### src/rtl/acc_chk_pkg.sv
package acc_chk_pkg;

  typedef enum logic [1:0] {
    ACC_READ  = 2'b00,
    ACC_WRITE = 2'b01,
    ACC_FETCH = 2'b10,
    ACC_RSVD  = 2'b11
  } acc_e;

  typedef enum logic [1:0] {
    DM_DENY  = 2'b00,
    DM_CHECK = 2'b01,
    DM_ALL   = 2'b11
  } dmode_e;

  typedef enum logic [1:0] {
    FC_NONE   = 2'd0,
    FC_DOMAIN = 2'd1,
    FC_PERM   = 2'd2,
    FC_XN     = 2'd3
  } fcode_e;

  localparam int unsigned DMODE_W = 2;

endpackage

### src/rtl/dom_mode_dec.sv
module dom_mode_dec
  import acc_chk_pkg::*;
#(
  parameter int unsigned NUM_DOM = 16,
  localparam int unsigned DOM_W  = $clog2(NUM_DOM),
  localparam int unsigned CTL_W  = DMODE_W * NUM_DOM
) (
  input  logic [CTL_W-1:0] ctl_i,
  input  logic [DOM_W-1:0] dom_i,
  output dmode_e           mode_o
);

  logic [DMODE_W-1:0] fld [NUM_DOM];

  for (genvar d = 0; d < NUM_DOM; d++) begin : g_fld
    assign fld[d] = ctl_i[DMODE_W*d +: DMODE_W];
  end

  logic [DMODE_W-1:0] sel;
  assign sel = fld[dom_i];

  // reserved encoding 2'b10 folds into deny
  always_comb begin
    unique case (sel)
      2'b01:   mode_o = DM_CHECK;
      2'b11:   mode_o = DM_ALL;
      default: mode_o = DM_DENY;
    endcase
  end

endmodule

### src/rtl/perm_eval.sv
module perm_eval (
  input  logic [1:0] ap_i,
  input  logic       priv_i,
  input  logic       is_write_i,
  output logic       ok_o
);

  always_comb begin
    unique case (ap_i)
      2'b00: ok_o = 1'b0;
      2'b01: ok_o = priv_i;
      2'b10: ok_o = priv_i | ~is_write_i;
      2'b11: ok_o = 1'b1;
      default: ok_o = 1'b0;
    endcase
  end

endmodule

### src/rtl/fault_resolve.sv
module fault_resolve
  import acc_chk_pkg::*;
(
  input  dmode_e mode_i,
  input  logic   xn_i,
  input  logic   is_fetch_i,
  input  logic   perm_ok_i,
  output fcode_e code_o
);

  always_comb begin
    if (mode_i == DM_DENY)          code_o = FC_DOMAIN;
    else if (mode_i == DM_ALL)      code_o = FC_NONE;
    else if (xn_i && is_fetch_i)    code_o = FC_XN;
    else if (!perm_ok_i)            code_o = FC_PERM;
    else                            code_o = FC_NONE;
  end

endmodule

### src/rtl/acc_chk_top.sv
module acc_chk_top
  import acc_chk_pkg::*;
#(
  parameter int unsigned NUM_DOM = 16,
  localparam int unsigned DOM_W  = $clog2(NUM_DOM),
  localparam int unsigned CTL_W  = DMODE_W * NUM_DOM
) (
  input  logic             clk_i,
  input  logic             rst_ni,
  input  logic             valid_i,
  input  logic [DOM_W-1:0] domain_i,
  input  logic [1:0]       ap_i,
  input  logic             xn_i,
  input  logic [1:0]       acc_type_i,
  input  logic             priv_i,
  input  logic [CTL_W-1:0] dacr_i,
  output logic             allow_o,
  output logic             fault_o,
  output logic [1:0]       fault_code_o,
  output logic [DOM_W-1:0] fault_dom_o
);

  dmode_e mode;
  logic   perm_ok;
  fcode_e code;
  logic   is_fetch, is_write;

  // reserved access kind counts as a fetch
  assign is_fetch = acc_type_i[1];
  assign is_write = (acc_type_i == ACC_WRITE);

  dom_mode_dec #(.NUM_DOM(NUM_DOM)) u_mode (
    .ctl_i  (dacr_i),
    .dom_i  (domain_i),
    .mode_o (mode)
  );

  perm_eval u_perm (
    .ap_i       (ap_i),
    .priv_i     (priv_i),
    .is_write_i (is_write),
    .ok_o       (perm_ok)
  );

  fault_resolve u_res (
    .mode_i     (mode),
    .xn_i       (xn_i),
    .is_fetch_i (is_fetch),
    .perm_ok_i  (perm_ok),
    .code_o     (code)
  );

  logic hit_fault;
  assign hit_fault = (code != FC_NONE);

  always_ff @(posedge clk_i or negedge rst_ni) begin
    if (!rst_ni) begin
      allow_o      <= 1'b0;
      fault_o      <= 1'b0;
      fault_code_o <= FC_NONE;
      fault_dom_o  <= '0;
    end else begin
      allow_o      <= valid_i & ~hit_fault;
      fault_o      <= valid_i & hit_fault;
      fault_code_o <= valid_i ? code : FC_NONE;
      fault_dom_o  <= (valid_i && hit_fault) ? domain_i : '0;
    end
  end

endmodule

### config.mk
export PLATFORM = sky130hd
export DESIGN_NAME = acc_chk_top
export DESIGN_NICKNAME = d
export VERILOG_FILES = /design/src/rtl/acc_chk_pkg.sv /design/src/rtl/dom_mode_dec.sv /design/src/rtl/perm_eval.sv /design/src/rtl/fault_resolve.sv /design/src/rtl/acc_chk_top.sv
export SDC_FILE = /design/constraint.sdc
export NUM_CORES = 1
export LEC_CHECK = 0
export ABC_CLOCK_PERIOD_IN_PS = 800
export BUFFER_PORTS_ARGS = -buffer_cell sky130_fd_sc_hd__clkbuf_2
export CORE_MARGIN = 1.5
export CORE_UTILIZATION = 35
export DETAILED_ROUTE_END_ITERATION = 7
export PLACE_DENSITY = 0.71
export SLEW_MARGIN = 20
export SYNTH_ARGS = -nofsm -noshare
export SYNTH_HDL_FRONTEND = slang
export SYNTH_SLANG_ARGS = --single-unit
### constraint.sdc
create_clock -name clk_i -period 0.8 [get_ports clk_i]
set_input_delay 0.04 -clock clk_i [delete_from_list [all_inputs] [get_ports clk_i]]
set_output_delay 0.04 -clock clk_i [all_outputs]
set_load 0.005 [all_outputs]
==> qor.yml, run 1 <==
status: "complete, but fails checks"
violations: "setup timing"
dpl.cell_count: 134
numCtsBuffers: 3
cts_sinks: 8
rsz0062_at_grt: "yes"
grt_pass1_wl_um: 2410
syn2layout_area_growth_pct: 64.7
worstSetupStartpointType: "input pin"
fin_setup_tns_ns: -3.43
fin_crit_sh: 1.59
ys_types: 24
io_pins: 53
cts_setup_buffers: 0
slew_violations: 0
worstPathRequired_ns: 0.99
place_hpwl_um: 1270
synth_async_sr_flop_share: 1.00
ys_ff_latch: 8
syn_area_um2: 673
drt-vias-per-instance: 4.85
placed_cell_area_um2: 991
critPathKind: "in2reg"
p_clk_frac: 0.233
cts_tree: "yes"
yosysTopAreaCell: "dfrtp_1"
initial_core_util: 0.382
core_mm2: 0.00176
synth_area_leaders: "dfrtp_1 30%, mux4_2 23%, mux2_2 8.4%"
nNetsFinal: 161
swShare: 0.255
fin_cells: 139
syn_nets: 98
final_antenna_net_count: 0
worstSetupEndpointType: "flip-flop"
whs_path_depth: 3
path_cells: "clkbuf_16 -> mux4_2 -> mux4_2 -> o221a_4 -> nor2b_2"
antenna_cells: 0
hold_viol: 0
p_leak_nw: 0.587
wl_per_cell_um: 10.9
gp_congestion: 0.690
postLayoutCellArea_mm2: 0.00111
routed-via-count: 674
finalPower_mw: 1.25
p_switching_uw: 320
dieArea_mm2: 0.00220
hp-class: "in2reg"
postSynthCellCount: 53
dr.pass1.iters: 4
p_int_uw: 932
htreeDepth: 1
pwr-share-seq: 0.357
synth-warning-count: 0
post-route-util: 0.628
overflow: 0
die_w_um: 46.9
grt_max_degree: 9
power_density_mw_per_mm2: 1130
max_clock_freq_mhz: 789
worstMarginPinSlew_ns: 0.524
antenna_found_initial: 0
arrival_ns: 1.45
setup_viol: 8
drv_cap: 0
ir_worst_vdd_mv: 0.513
first_global_vias: 618
netlist.area_leader.share: 0.297
cts_root_buf: "clkbuf_4"
drive_above_1_share: 0.754
maxSlewHeadroom: 0.648
drt_iter0_drc: 4
fillCellCount: 162
synth_enable_flop_cells: 0
postLayoutSetupSlackWorst_ns: -0.468
period_needed_ns: 1.27
comb_power_share: 0.410
pre_cts_slack_ns: -0.831
clockBufferDepth: 2
drc: 0
die_height_um: 46.9
yosysSeqAreaShare: 0.297
rows: 15
synth_ff_type: "dfrtp_1"
clk_pin_slew_worst_paths_ns: 0.05
postSynthAreaPerCell_um2: 12.7
worstPathMaxFanout: 5
drt-total-wl_um: 1510
track_usage: 0.158
hold_ws_ns: 0.0831
cp_slowest_cell: "mux4_2"
slowest_delay_ns: 0.53
io_buffers: 52
path_common_cell: "mux4_2"
-- sequential cells by signal (all words and copies together) (netlist names) --
signal / cells
fault_dom_o: 4
fault_code_o: 2
allow_o: 1
fault_o: 1
-- synth_stat cells (all sizes together), types with 2 or more instances --
cell and count:
nor2 4, inv 2, mux2 9, o31ai 2, nand2 4, nor3b 2
dfrtp 8, nor2b 2, mux4 7, buf 2, mux2i 2
-- final cells by class --
type	instances	area, um2	area share
inverters	2	7.51	0.00677
flip-flops and latches	8	200	0.181
multi-input cells	40	470	0.424
clock buffers	3	22.5	0.0203
well taps	25	31.3	0.0282
repair buffers	61	377	0.340
-- power by group through the flow --
stage	registers, mW	clock network, mW	logic, mW
finish	0.447	0.292	0.513
global route	0.451	0.307	0.562
floorplan	0.461	0	0.267
CTS	0.448	0.298	0.512
detailed placement	0.454	0	0.461
global placement	0.454	0	0.451
-- final timing paths --
path,from,end,slack [ns]
max,domain_i[0],fault_o,-0.47
min,valid_i,fault_dom_o[3],0.08
max in group asynchronous,rst_ni,allow_o,0.46
min in group asynchronous,rst_ni,fault_dom_o[3],0.18
-- repair_timing --
| item | in CTS | in global routing |
|---|---|---|
| gates cloned | 1 | 0 |
| endpoints found under the setup margin | 8 | 8 |
| resized for setup | 12 | 1 |
| hold buffers | 1 | 0 |
| pin swaps | 2 | 1 |
| hold endpoints to repair | 8 | 0 |
-- layout by cell type (no fill, tap or decap), drive strengths merged --
cell type / instances
and2: 1
mux4: 7
nand2: 4
nor3b: 2
o22ai: 1
mux2: 9
buf: 7
o31ai: 2
dlygate4sd3: 1
mux2i: 2
and3: 1
dfrtp: 8
clkbuf: 56
o221a: 1
o31a: 1
nor2: 4
inv: 2
nor4b: 1
nor2b: 2
a21oi: 1
o21ai: 1
-- metal layers --
metal / GRT usage / vias up / part of all wire
met2: 0.307 / 38 / 0.53
met1: 0.156 / 302 / 0.36
li1: - / 330 / -
met4: 0.100 / 0 / 0.022
met3: 0.0192 / 4 / 0.088
met5: 0 / - / 0
-- cell families after synthesis --
group / after synthesis / share of synthesized area
multiplexers: 18 / 0.431
AND/OR/NAND/NOR: 15 / 0.132
flip-flops: 8 / 0.297
buffers and inverters: 5 / 0.0502
AO/OA/AOI/OAI: 7 / 0.0892
-- worst max-delay path: cells and delay by family --
kind	cells	cell delay [ns]
AND/OR/NAND/NOR	1	0.10
AO/OA/AOI/OAI	1	0.16
multiplexers	2	1.03
buffers and inverters	1	0.12
Power figures use the tool's default switching activity.
==> run 2: changes to the inputs <==
--- a/config.mk
+++ b/config.mk
@@ -5,12 +5,12 @@
 export SDC_FILE = /design/constraint.sdc
 export NUM_CORES = 1
 export LEC_CHECK = 0
-export ABC_CLOCK_PERIOD_IN_PS = 800
+export ABC_CLOCK_PERIOD_IN_PS = 1500
 export BUFFER_PORTS_ARGS = -buffer_cell sky130_fd_sc_hd__clkbuf_2
 export CORE_MARGIN = 1.5
-export CORE_UTILIZATION = 35
+export CORE_UTILIZATION = 41
 export DETAILED_ROUTE_END_ITERATION = 7
-export PLACE_DENSITY = 0.71
+export PLACE_DENSITY = 0.81
 export SLEW_MARGIN = 20
 export SYNTH_ARGS = -nofsm -noshare
 export SYNTH_HDL_FRONTEND = slang
==> constraint.sdc (replaced) <==
create_clock -name clk_i -period 1.5 [get_ports clk_i]
set_input_delay 0.075 -clock clk_i [delete_from_list [all_inputs] [get_ports clk_i]]
set_output_delay 0.075 -clock clk_i [all_outputs]
set_load 0.005 [all_outputs]
==> run 2 against run 1 <==
  * The run now ends clean
  * First-iteration DRC count up 25%
  * Setup slack better by 0.53 ns
  * Power down 50%
  * Hold slack better by 0.0099 ns
  * Final area down 11%
  * Via count up 0.45%
  * Critical path depth unchanged
  * Flip-flop and latch count unchanged
  * Utilization up 1.6 points
  * Die area down 14%
  * Non-clock buffer count down 5
  * Largest cell class unchanged
  * Highest routed layer unchanged
==> qor.yml, run 2 (synthesis gave the netlist of run 1 again) <==
hold_viol: 0
drive_above_1_share: 0.716
setup_viol: 0
drt-vias-per-instance: 5.42
grt_pass1_wl_um: 2640
antenna_cells: 0
postLayoutCellArea_um2: 982
drc: 0
period_needed_ns: 1.44
nNetsFinal: 156
hp-class: "in2reg"
cts_sinks: 8
place_hpwl_um: 1420
status: "finished clean"
largest_reg_flops: 4
hp-start: "domain_i[3]"
p_leak_nw: 0.523
drv_cap: 0
pwr-share-seq: 0.379
p_int_uw: 470
worstPathRequired_ns: 1.67
fin_crit_sh: 0.958
routed-via-count: 677
core_mm2: 0.00152
cts_root_buf: "clkbuf_4"
cts_tree: "yes"
dr.pass1.iters: 4
critPathKind: "in2reg"
worstSetupEndpointType: "flip-flop"
top_register: "fault_dom_o"
clk_pin_slew_worst_paths_ns: 0.05
placed_cell_area_um2: 950
wl_per_cell_um: 12.5
swShare: 0.255
regArea_um2: 200
layout_commonest_cell: "clkbuf_2"
rows: 14
drt_iter0_drc: 5
slowest_delay_ns: 0.51
reg_top3: "fault_dom_o: 4 flops, fault_code_o: 2 flops"
rsz0062_at_grt: "no"
whs_path_depth: 3
multi_input_area_um2: 439
drt-total-wl_um: 1560
worstMarginPinSlew_ns: 0.472
arrival_ns: 1.61
max_clock_freq_mhz: 696
path_cells: "clkbuf_2 -> mux2_2 -> mux4_2 -> o221a_4 -> nor2b_2"
numCtsBuffers: 3
p_switching_uw: 161
dieArea_mm2: 0.00189
fillCellCount: 132
worstSetupStartpointType: "input pin"
die_height_um: 43.5
comb_power_share: 0.384
io_buffers: 52
power_density_mw_per_mm2: 643
io_pins: 53
worstPathMaxFanout: 9
p_clk_frac: 0.237
grt_max_degree: 10
overflow: 0
cp_slowest_cell: "mux4_2"
ir_worst_vdd_mv: 0.239
initial_core_util: 0.442
syn2layout_area_growth_pct: 45.9
worstHoldEndpoint: "fault_dom_o[3]"
slew_violations: 0
final_cell_mix: "52 x clkbuf_2, 8 x dfrtp_1, 7 x mux4_2, 5 x mux2_2, 4 x nand2_1"
htreeDepth: 1
fin_setup_tns_ns: 0
antenna_found_initial: 0
die_w_um: 43.5
maxSlewHeadroom: 0.683
clockBufferDepth: 2
final_antenna_net_count: 0
track_usage: 0.187
first_global_vias: 699
gp_congestion: 0.765
==> run 2: cell types whose count changed in the layout (fill, tap and decap cells not counted), moves of 2 or more <==
cell	previous run	this run
buf_4	7	3
clkbuf_16	2	0
clkbuf_2	50	52
mux2_2	1	5
mux2_4	7	3
nor3b_1	0	2
nor3b_2	2	0
==> run 2: critical path, delay by kind of cell <==
kind / cells / cell delay [ns]
muxes: 2 / 0.87
AOI/OAI and AO/OA: 1 / 0.34
buffers and inverters: 1 / 0.22
and+or+nand+nor: 1 / 0.10
==> run 2: layout make-up <==
cell class / instances / area share
Multi-Input combinational cell: 40 / 0.447
Timing Repair Buffer: 56 / 0.298
Sequential cell: 8 / 0.204
Clock buffer: 3 / 0.0229
Tap cell: 16 / 0.0204
Inverter: 2 / 0.00764
==> run 2: power by group through the flow <==
| stage | registers, mW | logic [mW] | clock network [mW] |
|---|---|---|---|
| finish | 0.239 | 0.242 | 0.150 |
| global route | 0.240 | 0.267 | 0.167 |
| CTS | 0.240 | 0.245 | 0.156 |
| detailed placement | 0.243 | 0.242 | 0 |
| global placement | 0.242 | 0.232 | 0 |
| floorplan | 0.246 | 0.141 | 0 |
==> run 2: metrics by stage <==
step	power, mW	util	std cells	hold slack (ns)	setup slack [ns]
5_1_grt	0.674	0.644	125	0.106	0.0161
3_5_place_dp	0.485	0.623	121	-0.0774	-0.190
2_1_floorplan	0.387	-	53	-0.221	0.0120
6_report	0.631	0.644	125	0.0931	0.0636
3_3_place_gp	0.473	0.623	121	-0.0836	-0.145
4_1_cts	0.640	0.644	125	0.0947	0.0588
==> run 2: timing repair <==
| item | CTS | global route |
|---|---|---|
| endpoints found under the hold margin | 8 | 0 |
| resized for setup | 0 | 0 |
| setup endpoints to repair | 0 | 0 |
| hold buffers | 1 | 0 |
| setup buffers | 0 | 0 |
==> run 2: how the worst max path moves through the flow <==
stage	startpoint	to	slack [ns]	cells past startpoint
floorplan	domain_i[0]	fault_o	0.01	5
global placement	domain_i[2]	fault_o	-0.15	5
detailed placement	domain_i[2]	fault_o	-0.19	5
CTS	domain_i[2]	fault_o	0.06	5
global route	domain_i[2]	fault_dom_o[2]	0.02	5
finish	domain_i[2]	fault_o	0.06	5
==> run 2: per-layer routing <==
metal	GRT usage	share of wire	vias to the layer above
met5	0	0	-
met4	0.0848	0.0077	0
met3	0.0292	0.073	2
met2	0.379	0.58	39
met1	0.179	0.34	318
li1	-	-	318
==> run 3: changes to the inputs <==
--- a/config.mk
+++ b/config.mk
@@ -7,8 +7,11 @@
 export LEC_CHECK = 0
 export ABC_CLOCK_PERIOD_IN_PS = 1500
 export BUFFER_PORTS_ARGS = -buffer_cell sky130_fd_sc_hd__clkbuf_2
+export CELL_PAD_IN_SITES_DETAIL_PLACEMENT = 1
+export CELL_PAD_IN_SITES_GLOBAL_PLACEMENT = 2
+export CORE_ASPECT_RATIO = 0.5
 export CORE_MARGIN = 1.5
-export CORE_UTILIZATION = 41
+export CORE_UTILIZATION = 23
 export DETAILED_ROUTE_END_ITERATION = 7
 export PLACE_DENSITY = 0.81
 export SLEW_MARGIN = 20
==> run 3 against run 2 <==
  * Critical path type unchanged
  * Flip-flop and latch count unchanged
  * Critical path depth unchanged
  * Via count down 2.1%
  * Count of clock-buffer cells in the layout unchanged
==> qor.yml, run 3 (synthesis gave the netlist of run 1 again) <==
overflow: 0
clockBufferDepth: 2
period_needed_ns: 1.43
reg_top3: "fault_dom_o: 4 flops, fault_code_o: 2 flops"
dieArea_mm2: 0.00328
hold_ws_ns: 0.125
status: "finished clean"
initial_core_util: 0.251
slew_violations: 0
layout_commonest_cell: "clkbuf_2"
io_buffers: 52
post-route-util: 0.389
core_mm2: 0.00268
ir_worst_vdd_mv: 0.378
antenna_cells: 0
htreeDepth: 1
syn2layout_area_growth_pct: 55.2
worstPathRequired_ns: 1.66
path_common_cell: "mux4_2"
postLayoutCellArea_mm2: 0.00104
critPathKind: "in2reg"
largest_reg_flops: 4
p_leak_nw: 0.541
gp_congestion: 0.664
final_cell_mix: "51 x clkbuf_2, 8 x dfrtp_1, 7 x mux4_2, 5 x mux2_2, 5 x buf_4"
drt-vias-per-instance: 4.48
drt_iter0_drc: 18
first_global_vias: 732
rsz0062_at_grt: "no"
drt-total-wl_um: 1910
worstSetupStartpointType: "input pin"
worstPathMaxFanout: 5
fillCellCount: 328
path_cells: "clkbuf_2 -> mux4_2 -> mux4_2 -> o221a_4 -> nor2_2"
drv_cap: 0
cts_tree: "yes"
io_pins: 53
arrival_ns: 1.59
fin_setup_tns_ns: 0
track_usage: 0.127
dr.pass1.iters: 2
max_clock_freq_mhz: 700
top_register: "fault_dom_o"
cts_root_buf: "clkbuf_8"
antenna_found_initial: 0
nNetsFinal: 158
cts_sinks: 8
pre_cts_slack_ns: -0.206
clk_pin_slew_worst_paths_ns: 0.04
routed-via-count: 663
grt_pass1_wl_um: 3130
die_height_um: 41.3
fin_crit_sh: 0.952
rows: 13
hp-class: "in2reg"
worstSetupEndpointType: "flip-flop"
worstMarginPinSlew_ns: 0.470
postLayoutSetupSlackWorst_ns: 0.0715
drive_above_1_share: 0.721
drc: 0
grt_max_degree: 11
final_antenna_net_count: 0
numCtsBuffers: 3
cp_slowest_cell: "mux4_2"
die_w_um: 79.5
placed_cell_area_um2: 991
hold_viol: 0
cts_setup_buffers: 0
place_hpwl_um: 1670
setup_viol: 0
slowest_delay_ns: 0.54
power_density_mw_per_mm2: 710
wl_per_cell_um: 12.9
maxSlewHeadroom: 0.684
## run 3: changes by cell type in the layout (fill, tap and decap cells not counted), sizes merged
cell,before,now
buf,3,5
## run 3: layer usage
| layer | part of all wire | GRT usage | vias up |
|---|---|---|---|
| met1 | 0.40 | 0.138 | 332 |
| met2 | 0.58 | 0.282 | 10 |
| met4 | 0 | 0.0132 | 0 |
| met5 | 0 | 0 | - |
| li1 | - | - | 321 |
| met3 | 0.024 | 0.0222 | 0 |
## run 3: worst max-delay path: cells and delay by family
family / cells / cell delay [ns]
buffers and inverters: 1 / 0.17
AND/OR/NAND/NOR: 1 / 0.10
AO/OA/AOI/OAI: 1 / 0.17
multiplexers: 2 / 1.07
## run 3: layout make-up
| type | count | area (um2) | share of cell area |
|---|---|---|---|
| Tap cell | 37 | 46.3 | 0.0443 |
| Clock buffer | 3 | 41.3 | 0.0395 |
| Sequential cell | 8 | 200 | 0.192 |
| Multi-Input combinational cell | 40 | 439 | 0.420 |
| Timing Repair Buffer | 58 | 310 | 0.297 |
| Inverter | 2 | 7.51 | 0.00719 |
## run 3: path summary, 6_finish.rpt
path	startpoint	end	slack, ns	cells after the start
min in group asynchronous	rst_ni	fault_code_o[0]	0.23	2
min	domain_i[3]	fault_dom_o[3]	0.13	3
max in group asynchronous	rst_ni	fault_dom_o[2]	1.10	2
max	domain_i[0]	fault_dom_o[0]	0.07	5
## run 3: stage by stage
stage / cells / total power [mW]
floorplan: 53 / 0.387
global placement: 144 / 0.487
detailed placement: 144 / 0.494
CTS: 148 / 0.752
global route: 148 / 0.789
finish: 148 / 0.742
## run 3: power by group
group | total [mW] | internal (mW) | switching, mW | leakage (nW)
Sequential | 0.241 | 0.235 | 0.00534 | 0.106
Clock | 0.249 | 0.173 | 0.0759 | 0.0216
Combinational | 0.252 | 0.149 | 0.103 | 0.414
## run 3: timing repair
item	in CTS	in global routing
endpoints found under the hold margin	8	0
endpoints found under the setup margin	0	6
resized for setup	0	2
hold buffers	1	0
